<file path="src/rtl/i2c_cfg_pkg.sv">
package i2c_cfg_pkg;

   typedef enum logic [2:0] {
      ST_IDLE,
      ST_ADDR,
      ST_SUB,
      ST_DATA,
      ST_RDACK,
      ST_IGNORE
   } link_state_t;

   typedef struct packed {
      logic start;
      logic stop;
      logic rise;
      logic fall;
      logic sda;
   } bus_evt_t;

endpackage

</file>
<file path="src/rtl/i2c_line_sync.sv">
module i2c_line_sync
   import i2c_cfg_pkg::*;
#(
   parameter int STAGES = 2
) (
   input  logic     clk,
   input  logic     rst_n,
   input  logic     scl_in,
   input  logic     sda_in,
   output bus_evt_t evt,
   output logic     scl_lvl
);

   generate
      if (STAGES < 2) begin : g_bad_stages
         $error("i2c_line_sync: STAGES must be at least 2");
      end
   endgenerate

   localparam int LINES = 2;

   logic [LINES-1:0] raw;
   logic [LINES-1:0] synced;
   logic [LINES-1:0] delayed;

   assign raw = {scl_in, sda_in};

   for (genvar l = 0; l < LINES; l++) begin : g_line
      logic [STAGES-1:0] chain;
      always_ff @(posedge clk or negedge rst_n) begin
         if (!rst_n) begin
            chain      <= '1;
            delayed[l] <= 1'b1;
         end else begin
            chain      <= {chain[STAGES-2:0], raw[l]};
            delayed[l] <= chain[STAGES-1];
         end
      end
      assign synced[l] = chain[STAGES-1];
   end

   logic scl_now, scl_was, sda_now, sda_was;
   assign scl_now = synced[1];
   assign scl_was = delayed[1];
   assign sda_now = synced[0];
   assign sda_was = delayed[0];

   always_comb begin
      evt.start = scl_now & scl_was & sda_was & ~sda_now;
      evt.stop  = scl_now & scl_was & ~sda_was & sda_now;
      evt.rise  = scl_now & ~scl_was;
      evt.fall  = ~scl_now & scl_was;
      evt.sda   = sda_now;
   end

   assign scl_lvl = scl_now;

endmodule

</file>
<file path="src/rtl/i2c_link_fsm.sv">
module i2c_link_fsm
   import i2c_cfg_pkg::*;
#(
   parameter logic [6:0] DEV_ADDR = 7'b0110001,
   parameter int         PTR_W    = 2
) (
   input  logic             clk,
   input  logic             rst_n,
   input  bus_evt_t         evt,
   output logic             sda_pull,
   output logic             wr_req,
   output logic [7:0]       wr_data,
   output logic             ld_ptr,
   output logic [PTR_W-1:0] ld_val,
   output link_state_t      state_o
);

   localparam int         BYTE_W   = 8;
   localparam logic [3:0] BIT_LAST = 4'(BYTE_W);

   link_state_t       state;
   logic [3:0]        nbits;
   logic [BYTE_W-1:0] shreg;
   logic              in_ack;

   logic active;
   assign active = (state != ST_IDLE) && (state != ST_IGNORE);

   always_ff @(posedge clk or negedge rst_n) begin
      if (!rst_n) begin
         state    <= ST_IDLE;
         nbits    <= '0;
         shreg    <= '0;
         in_ack   <= 1'b0;
         sda_pull <= 1'b0;
         wr_req   <= 1'b0;
         ld_ptr   <= 1'b0;
      end else begin
         wr_req <= 1'b0;
         ld_ptr <= 1'b0;
         if (evt.start) begin
            state    <= ST_ADDR;
            nbits    <= '0;
            in_ack   <= 1'b0;
            sda_pull <= 1'b0;
         end else if (evt.stop) begin
            state    <= ST_IDLE;
            nbits    <= '0;
            in_ack   <= 1'b0;
            sda_pull <= 1'b0;
         end else if (active) begin
            if (evt.rise && !in_ack && nbits != BIT_LAST) begin
               shreg <= {shreg[BYTE_W-2:0], evt.sda};
               nbits <= nbits + 4'd1;
            end else if (evt.fall && in_ack) begin
               in_ack   <= 1'b0;
               sda_pull <= 1'b0;
               nbits    <= '0;
               if (state == ST_RDACK) state <= ST_IGNORE;
            end else if (evt.fall && nbits == BIT_LAST) begin
               unique case (state)
                  ST_ADDR: begin
                     if (shreg[7:1] == DEV_ADDR) begin
                        in_ack   <= 1'b1;
                        sda_pull <= 1'b1;
                        state    <= shreg[0] ? ST_RDACK : ST_SUB;
                     end else begin
                        state <= ST_IGNORE;
                     end
                  end
                  ST_SUB: begin
                     in_ack   <= 1'b1;
                     sda_pull <= 1'b1;
                     ld_ptr   <= 1'b1;
                     state    <= ST_DATA;
                  end
                  ST_DATA: begin
                     in_ack   <= 1'b1;
                     sda_pull <= 1'b1;
                     wr_req   <= 1'b1;
                  end
                  default: state <= ST_IGNORE;
               endcase
            end
         end
      end
   end

   assign wr_data = shreg;
   assign ld_val  = shreg[PTR_W-1:0];
   assign state_o = state;

endmodule

</file>
<file path="src/rtl/cfg_reg_bank.sv">
module cfg_reg_bank #(
   parameter int NUM_REGS = 3,
   parameter int REG_W    = 8,
   parameter int PTR_W    = 2
) (
   input  logic                      clk,
   input  logic                      rst_n,
   input  logic                      ld_ptr,
   input  logic [PTR_W-1:0]          ld_val,
   input  logic                      wr_req,
   input  logic [REG_W-1:0]          wr_data,
   output logic [NUM_REGS*REG_W-1:0] regs_q,
   output logic [PTR_W-1:0]          ptr_q
);

   localparam logic [PTR_W-1:0] LAST = PTR_W'(NUM_REGS - 1);

   generate
      if (NUM_REGS > (1 << PTR_W)) begin : g_bad_ptr
         $error("cfg_reg_bank: PTR_W too narrow for NUM_REGS");
      end
   endgenerate

   always_ff @(posedge clk or negedge rst_n) begin
      if (!rst_n) begin
         ptr_q <= '0;
      end else if (ld_ptr) begin
         ptr_q <= ld_val;
      end else if (wr_req) begin
         ptr_q <= (ptr_q >= LAST) ? '0 : ptr_q + 1'b1;
      end
   end

   for (genvar r = 0; r < NUM_REGS; r++) begin : g_reg
      logic hit;
      assign hit = wr_req && (ptr_q == PTR_W'(r));
      always_ff @(posedge clk or negedge rst_n) begin
         if (!rst_n) begin
            regs_q[r*REG_W +: REG_W] <= '0;
         end else if (hit) begin
            regs_q[r*REG_W +: REG_W] <= wr_data;
         end
      end
   end

endmodule

</file>
<file path="src/rtl/i2c_cfg_slave.sv">
module i2c_cfg_slave
   import i2c_cfg_pkg::*;
#(
   parameter logic [6:0] DEV_ADDR    = 7'b0110001,
   parameter int         NUM_REGS    = 3,
   parameter int         SYNC_STAGES = 2
) (
   input  logic                  clk,
   input  logic                  rst_n,
   input  logic                  scl_in,
   input  logic                  sda_in,
   output logic                  sda_pull,
   output logic [NUM_REGS*8-1:0] cfg_q
);

   localparam int REG_W = 8;
   localparam int PTR_W = (NUM_REGS <= 2) ? 1 : $clog2(NUM_REGS);

   generate
      if (NUM_REGS < 2 || NUM_REGS > 256) begin : g_bad_regs
         $error("i2c_cfg_slave: NUM_REGS must lie in 2..256");
      end
   endgenerate

   bus_evt_t         evt;
   logic             scl_lvl;
   logic             stop_seen;
   logic             wr_req;
   logic [REG_W-1:0] wr_data;
   logic             ld_ptr;
   logic [PTR_W-1:0] ld_val;
   logic [PTR_W-1:0] ptr_q;
   link_state_t      link_state;

   assign stop_seen = evt.stop;

   i2c_line_sync #(
      .STAGES (SYNC_STAGES)
   ) u_sync (
      .clk     (clk),
      .rst_n   (rst_n),
      .scl_in  (scl_in),
      .sda_in  (sda_in),
      .evt     (evt),
      .scl_lvl (scl_lvl)
   );

   i2c_link_fsm #(
      .DEV_ADDR (DEV_ADDR),
      .PTR_W    (PTR_W)
   ) u_fsm (
      .clk      (clk),
      .rst_n    (rst_n),
      .evt      (evt),
      .sda_pull (sda_pull),
      .wr_req   (wr_req),
      .wr_data  (wr_data),
      .ld_ptr   (ld_ptr),
      .ld_val   (ld_val),
      .state_o  (link_state)
   );

   cfg_reg_bank #(
      .NUM_REGS (NUM_REGS),
      .REG_W    (REG_W),
      .PTR_W    (PTR_W)
   ) u_bank (
      .clk     (clk),
      .rst_n   (rst_n),
      .ld_ptr  (ld_ptr),
      .ld_val  (ld_val),
      .wr_req  (wr_req),
      .wr_data (wr_data),
      .regs_q  (cfg_q),
      .ptr_q   (ptr_q)
   );

endmodule

</file>
<file path="config.mk">
export PLATFORM = sky130hd
export DESIGN_NAME = i2c_cfg_slave
export DESIGN_NICKNAME = d
export VERILOG_FILES = /design/src/rtl/i2c_cfg_pkg.sv /design/src/rtl/i2c_line_sync.sv /design/src/rtl/i2c_link_fsm.sv /design/src/rtl/cfg_reg_bank.sv /design/src/rtl/i2c_cfg_slave.sv
export SDC_FILE = /design/constraint.sdc
export NUM_CORES = 1
export LEC_CHECK = 0
export BUFFER_PORTS_ARGS = -buffer_cell sky130_fd_sc_hd__buf_2
export CORE_ASPECT_RATIO = 1.75
export CORE_MARGIN = 2
export CORE_UTILIZATION = 45
export CTS_CLUSTER_DIAMETER = 60
export DETAILED_ROUTE_END_ITERATION = 10
export GPL_TIMING_DRIVEN = 0
export PLACE_DENSITY_LB_ADDON = 0.12
export SKIP_CTS_REPAIR_TIMING = 1
export SYNTH_ARGS = -nofsm -noshare
export SYNTH_HDL_FRONTEND = slang
export SYNTH_SLANG_ARGS = --single-unit
</file>
<file path="constraint.sdc">
create_clock -name clk -period 2.9 [get_ports clk]
set_clock_uncertainty 0.2 [all_clocks]
set_input_delay 0.58 -clock clk [delete_from_list [all_inputs] [get_ports clk]]
set_output_delay 0.58 -clock clk [all_outputs]
set_load 0.02 [all_outputs]
</file>
== After elaboration in Yosys (flattened, before gate mapping) ==
Cells that the tools add are included.

* Bits in registers: 50
* Word-level logic and storage cells: 105

* $add $sub $neg: 2
* Order comparisons: 1
* Eq/ne operators: 14
* Multiplexer cells: 40
* Bitwise logic cells: 13
* Reductions and logical operators: 21

{| class="wikitable"
|+ Operator list
! operator !! count
|-
| $mux W3 || 9
|-
| $mux W1 || 21
|-
| $mux W4 || 5
|-
| $reduce_and A5 Y1 || 2
|-
| $pmux W3 S3 || 1
|-
| $logic_and A1 B1 Y1 || 8
|-
| $ne A4 B4 Y1 const B || 2
|-
| $reduce_bool A4 Y1 || 2
|-
| $and A1 B1 Y1 || 7
|-
| $eq A7 B6 Y1 const B || 1
|-
| $eq A3 B2 Y1 const B || 2
|-
| $mux W2 || 3
|-
| $ne A3 B3 Y1 const B || 2
|-
| $not A1 Y1 || 6
|-
| $reduce_bool A3 Y1 || 2
|-
| $ne A5 B3 Y1 const B || 1
|-
| $reduce_bool A5 Y1 || 1
|-
| $add A4 B1 Y4 const B || 1
|-
| $eq A4 B4 Y1 const B || 1
|-
| $ne A4 B3 Y1 const B || 1
|-
| $reduce_and A4 Y1 || 1
|-
| $eq A3 B1 Y1 const B || 1
|-
| $eq A3 B3 Y1 const B || 1
|-
| $add A2 B1 Y2 const B || 1
|-
| 9 further kinds || 9
|}

== Depth between registers and ports, before layout ==
* Depth after elaboration: 9
* Mapped depth: 6

== Hierarchy ==
A second synthesis with hierarchy kept.

* Cell total of the unflattened synthesis: 162
* Area total of the unflattened synthesis: 2202.1 um^2

{| class="wikitable"
|+ Modules (own cells, without submodules)
! module !! instances !! cells each !! area each (um^2) !! seq. area each (um^2)
|-
| cfg_reg_bank || 1 || 60 || 1007.2 || 650.6
|-
| i2c_link_fsm || 1 || 91 || 997.2 || 450.4
|-
| i2c_line_sync || 1 || 11 || 197.7 || 157.7
|}

== Least setup slack after synthesis ==
Ideal clock, no wire load.

* Path type: register -> register
* Start: register u_sync.g_line[1].chain[1]
* End: register u_fsm.nbits[2]
* Library setup time: 0.122 ns
* Arrival: 1.479 ns
* Slack: 1.099 ns
* Stages on the path, launching flop included: 6
* Period minus slack after synthesis: 1.801 ns
* Cells stage by stage: dfstp_2 -> buf_2 -> nor2b_1 -> and3_1 -> o22ai_1 -> a32o_1

* Longest elaborated chain between the ends: 7

{| class="wikitable"
|+ Ends and longest elaborated chain
! element !! RTL line !! RTL
|-
| from (decl) || i2c_line_sync.sv:29 || <nowiki>logic [STAGES-1:0] chain;</nowiki>
|-
| from (signal assigned) || i2c_line_sync.sv:35 || <nowiki>chain <= {chain[STAGES-2:0], raw[l]};</nowiki>
|-
| $and A1 B1 Y1 || i2c_line_sync.sv:51 || <nowiki>evt.rise = scl_now & ~scl_was;</nowiki>
|-
| $logic_and A1 B1 Y1 (2 in a row) || i2c_link_fsm.sv:52 || <nowiki>if (evt.rise && !in_ack && nbits != BIT_LAST) begin</nowiki>
|-
| $mux W4 || i2c_link_fsm.sv:52 ||
|-
| $mux W4 || i2c_link_fsm.sv:51 || <nowiki>end else if (active) begin</nowiki>
|-
| $mux W4 || i2c_link_fsm.sv:46 || <nowiki>end else if (evt.stop) begin</nowiki>
|-
| $mux W4 || i2c_link_fsm.sv:41 || <nowiki>if (evt.start) begin</nowiki>
|-
| to (signal assigned) || i2c_link_fsm.sv:54 || <nowiki>nbits <= nbits + 4'd1;</nowiki>
|-
| to (decl) || i2c_link_fsm.sv:22 || <nowiki>logic [3:0] nbits;</nowiki>
|}

Several ways; a longest one is shown, not always the timed one. The select of a mux whose other input is x is not followed.
A chain may end at the register's enable or synchronous reset.

== Final worst setup path ==
Same ends and word-level chain as after synthesis.

==> results.md <==
Timing
* Final Critical Period: 2.01 ns
* period utilisation layout: 69.3%
* hold violation count in the final report: 0
* number of setup violations in the final report: 0
* Tightest Pin Transition: 1.07 ns
* setup repair after global routing missed its margin: false
* FMAX: 498 MHz
* accumulated negative setup slack: 0 ns
* Final Max Tran Viols: 0
* max-slew headroom at the worst pin: 28.5%

Clocking
* total CTS buffers: 5
* total clock sinks: 50
* clock tree from TritonCTS: built
* H-tree lvl count: 2
* clock-pin transition on the worst setup and hold timing paths: 0.10 ns
* Skew-Pair Late Insertion Delay: 0.30 ns
* clock root buffer master: clkbuf_8
* Longest Clk Path Bufs: 2

Synth
* leading register cell type out of synthesis: dfrtp_1
* xor-xnor portion of the synthesized cell area: 0.806%
* adder and majority gate portion of the synthesized area: 1.15%
* mean area per synthesized cell: 13.5 sq um
* number of register bits inferred by synthesis: 50
* library cells used by synthesis: 41
* syn nets: 167
* mux contribution to synthesized area: 18.0%
* share of flip-flops with an asynchronous set or reset: 100%
* yosys warns: 0
* Mapped Area: 2170 sq um
* count of mapped cells out of synthesis: 161
* number of enable-type register cells in the synthesized netlist: 0
* compound-gate portion of the synthesized area: 8.99%
* simple-gate area share of the yosys netlist: 10.6%
* share of synthesized area occupied by flip-flops and latches: 57.9%
* main combinational cell family by area after synthesis: multiplexers

Layout
* layout cells sized above 1: 42.1%
* final-stage net count: 202
* most frequent cells in the layout: dfrtp_1 (44), mux2_2 (32), buf_2 (29)
* final instance area: 2460 sq um
* most common cell after layout, fill and taps aside: dfrtp_1
* Area growth, synth to finish: 13.3%
* n_diodes: 0

Floorplanning
* Boundary Pins: 29
* Floorplan Core Area: 4670 sq um
* number of core rows: 33
* Die Y-Extent: 95.9 um
* effective utilization at floorplan: 46.6%
* Total Die Area: 5420 sq um
* width of the die: 56.5 um

Placement
* Placement Cell Area: 2380 sq um
* count of input and output buffers: 28
* placer's final routability congestion estimate: 0.787
* sum of net half-perimeters after detailed placement: 2.95 mm

Worst setup path
* endpoint type of the worst setup path: flip-flop
* cell depth of the worst flop-to-flop path: 5
* CP max FO: 10
* Reg2Reg Setup Slack: 0.89 ns
* Critical Path RT: 2.88 ns
* origin of the critical flop-to-flop path: u_sync.g_line[1].chain[1]
* kind of critical path: flip-flop to flip-flop
* category of the worst setup path launch point: flip-flop
* Worst EP arrival: 1.99 ns
* FF-to-FF End: u_fsm.nbits[2]

Routing
* DR pass1 iterations: 4
* wirelength, routed: 4.11 mm
* Starting DRT DRC Count: 42
* Avg WL per Cell: 16.5 um
* remaining antenna violation count after routing: 0
* count of unresolved DRC violations after routing: 0
* via count of the routed design: 1,414
* vias per std cell: 5.68

Worst hold path
* type of the tightest min-delay check: flip-flop to flip-flop
* capture endpoint of the worst hold path: u_sync.g_line[0].chain[1]
* hold path depth: 0
* worst hold path startpoint: u_sync.g_line[0].chain[0]

GRT
* total overflow reported by the global router: 0
* initial antenna violation count: 0
* overall routing resource usage: 16.8%
* number of global-route vias before repair: 1,482
* largest net degree at the start of global routing: 51
* first-pass GRT wire length: 6.97 mm

Run
* # Max-Cap Violations: 0

Outcome
* status: finished clean

Pwr
* Power Dens Cells: 615 nW/um^2
* maximum resistive drop on vdd: 0.498 mV
* leakage power total: 0.00124 uW

## cells in the mapped netlist, types with 3 or more instances
cell type  count  area [sq um]
a21oi_1        3          15.0
nand2_1        5          18.8
nand3b_1       4          30.0
mux2_2        32           360
dfstp_2        6           158
inv_1          6          22.5
and3_1         3          18.8
nand3_1        3          15.0
a32o_1         3          30.0
nor2_1         5          18.8
o21ai_0        6          30.0
nand2b_1       4          25.0
dfrtp_1       44          1100
## cells by family (layout without fill, tap and decap cells)
group,Yosys count,in the layout
AND/OR/NAND/NOR,37,37
XOR/XNOR,2,2
buffers and inverters,10,46
adder cells (fa/ha/maj),2,2
flip-flops,50,50
AO/OA/AOI/OAI,25,25
multiplexers,35,35
## area by class of cell
class | count | area, sq um
Clock buffer | 7 | 76.3
Timing Repair Buffer | 28 | 140
Buffer | 4 | 31.3
Tap cell | 52 | 65.1
Multi-Input combinational cell | 101 | 860
Fill cell | 437 | 2200
Sequential cell | 50 | 1260
Inverter | 6 | 22.5
Clock inverter | 1 | 7.51
## sequential cells by signal, indices dropped and copies added, names as in the netlist
register             cells
u_bank.regs_q           24
u_fsm.wr_data            8
u_fsm.nbits              4
u_sync.g_line.chain      4
u_fsm.state_o            3
u_bank.ptr_q             2
u_fsm.ld_ptr             1
u_fsm.sda_pull           1
u_fsm.wr_req             1
u_sync.scl_was           1
u_sync.sda_was           1
## power by group
part	internal [uW]	leakage [uW]	switching, uW
Clock	171	0.0000385	221
Combinational	124	0.000546	102
Sequential	780	0.000660	114
## metrics by stage
step / utilization [%] / hold WS (ns) / power [uW] / std cells / worst slack, ns
CTS: 52.7 / 0.160 / 1530 / 249 / 0.899
finish: 52.7 / 0.161 / 1510 / 249 / 0.890
global placement: 51.0 / 0.147 / 1120 / 241 / 0.944
floorplan: - / 0.0844 / 1050 / 161 / 1.10
detailed placement: 51.0 / 0.147 / 1140 / 241 / 0.926
global route: 52.7 / 0.160 / 1600 / 249 / 0.771
## critical path, stage by stage, from the launching register on
cell,delay (ns)
dfstp_2,0.55
buf_2,0.19
nor2b_1,0.27
and3_1,0.25
o22ai_1,0.15
a32o_1,0.28
## layer usage
metal	track usage (%)	wire, um
met2	31.1	2290
met5	0	0
met4	6.55	68
met3	2.96	114
met1	18.9	1640
## worst max path at each step
stage / from / endpoint / slack (ns) / depth (start not counted)
global placement: u_sync.g_line[0].chain[1] / u_fsm.state_o[1] / 0.94 / 4
detailed placement: u_sync.g_line[1].chain[1] / u_fsm.nbits[2] / 0.93 / 5
finish: u_sync.g_line[1].chain[1] / u_fsm.nbits[2] / 0.89 / 5
floorplan: u_sync.g_line[1].chain[1] / u_fsm.nbits[2] / 1.10 / 5
CTS: u_sync.g_line[1].chain[1] / u_fsm.nbits[2] / 0.90 / 5
global route: u_sync.g_line[1].chain[1] / u_fsm.nbits[3] / 0.77 / 5
No activity file was read; power rests on OpenSTA's default activity.
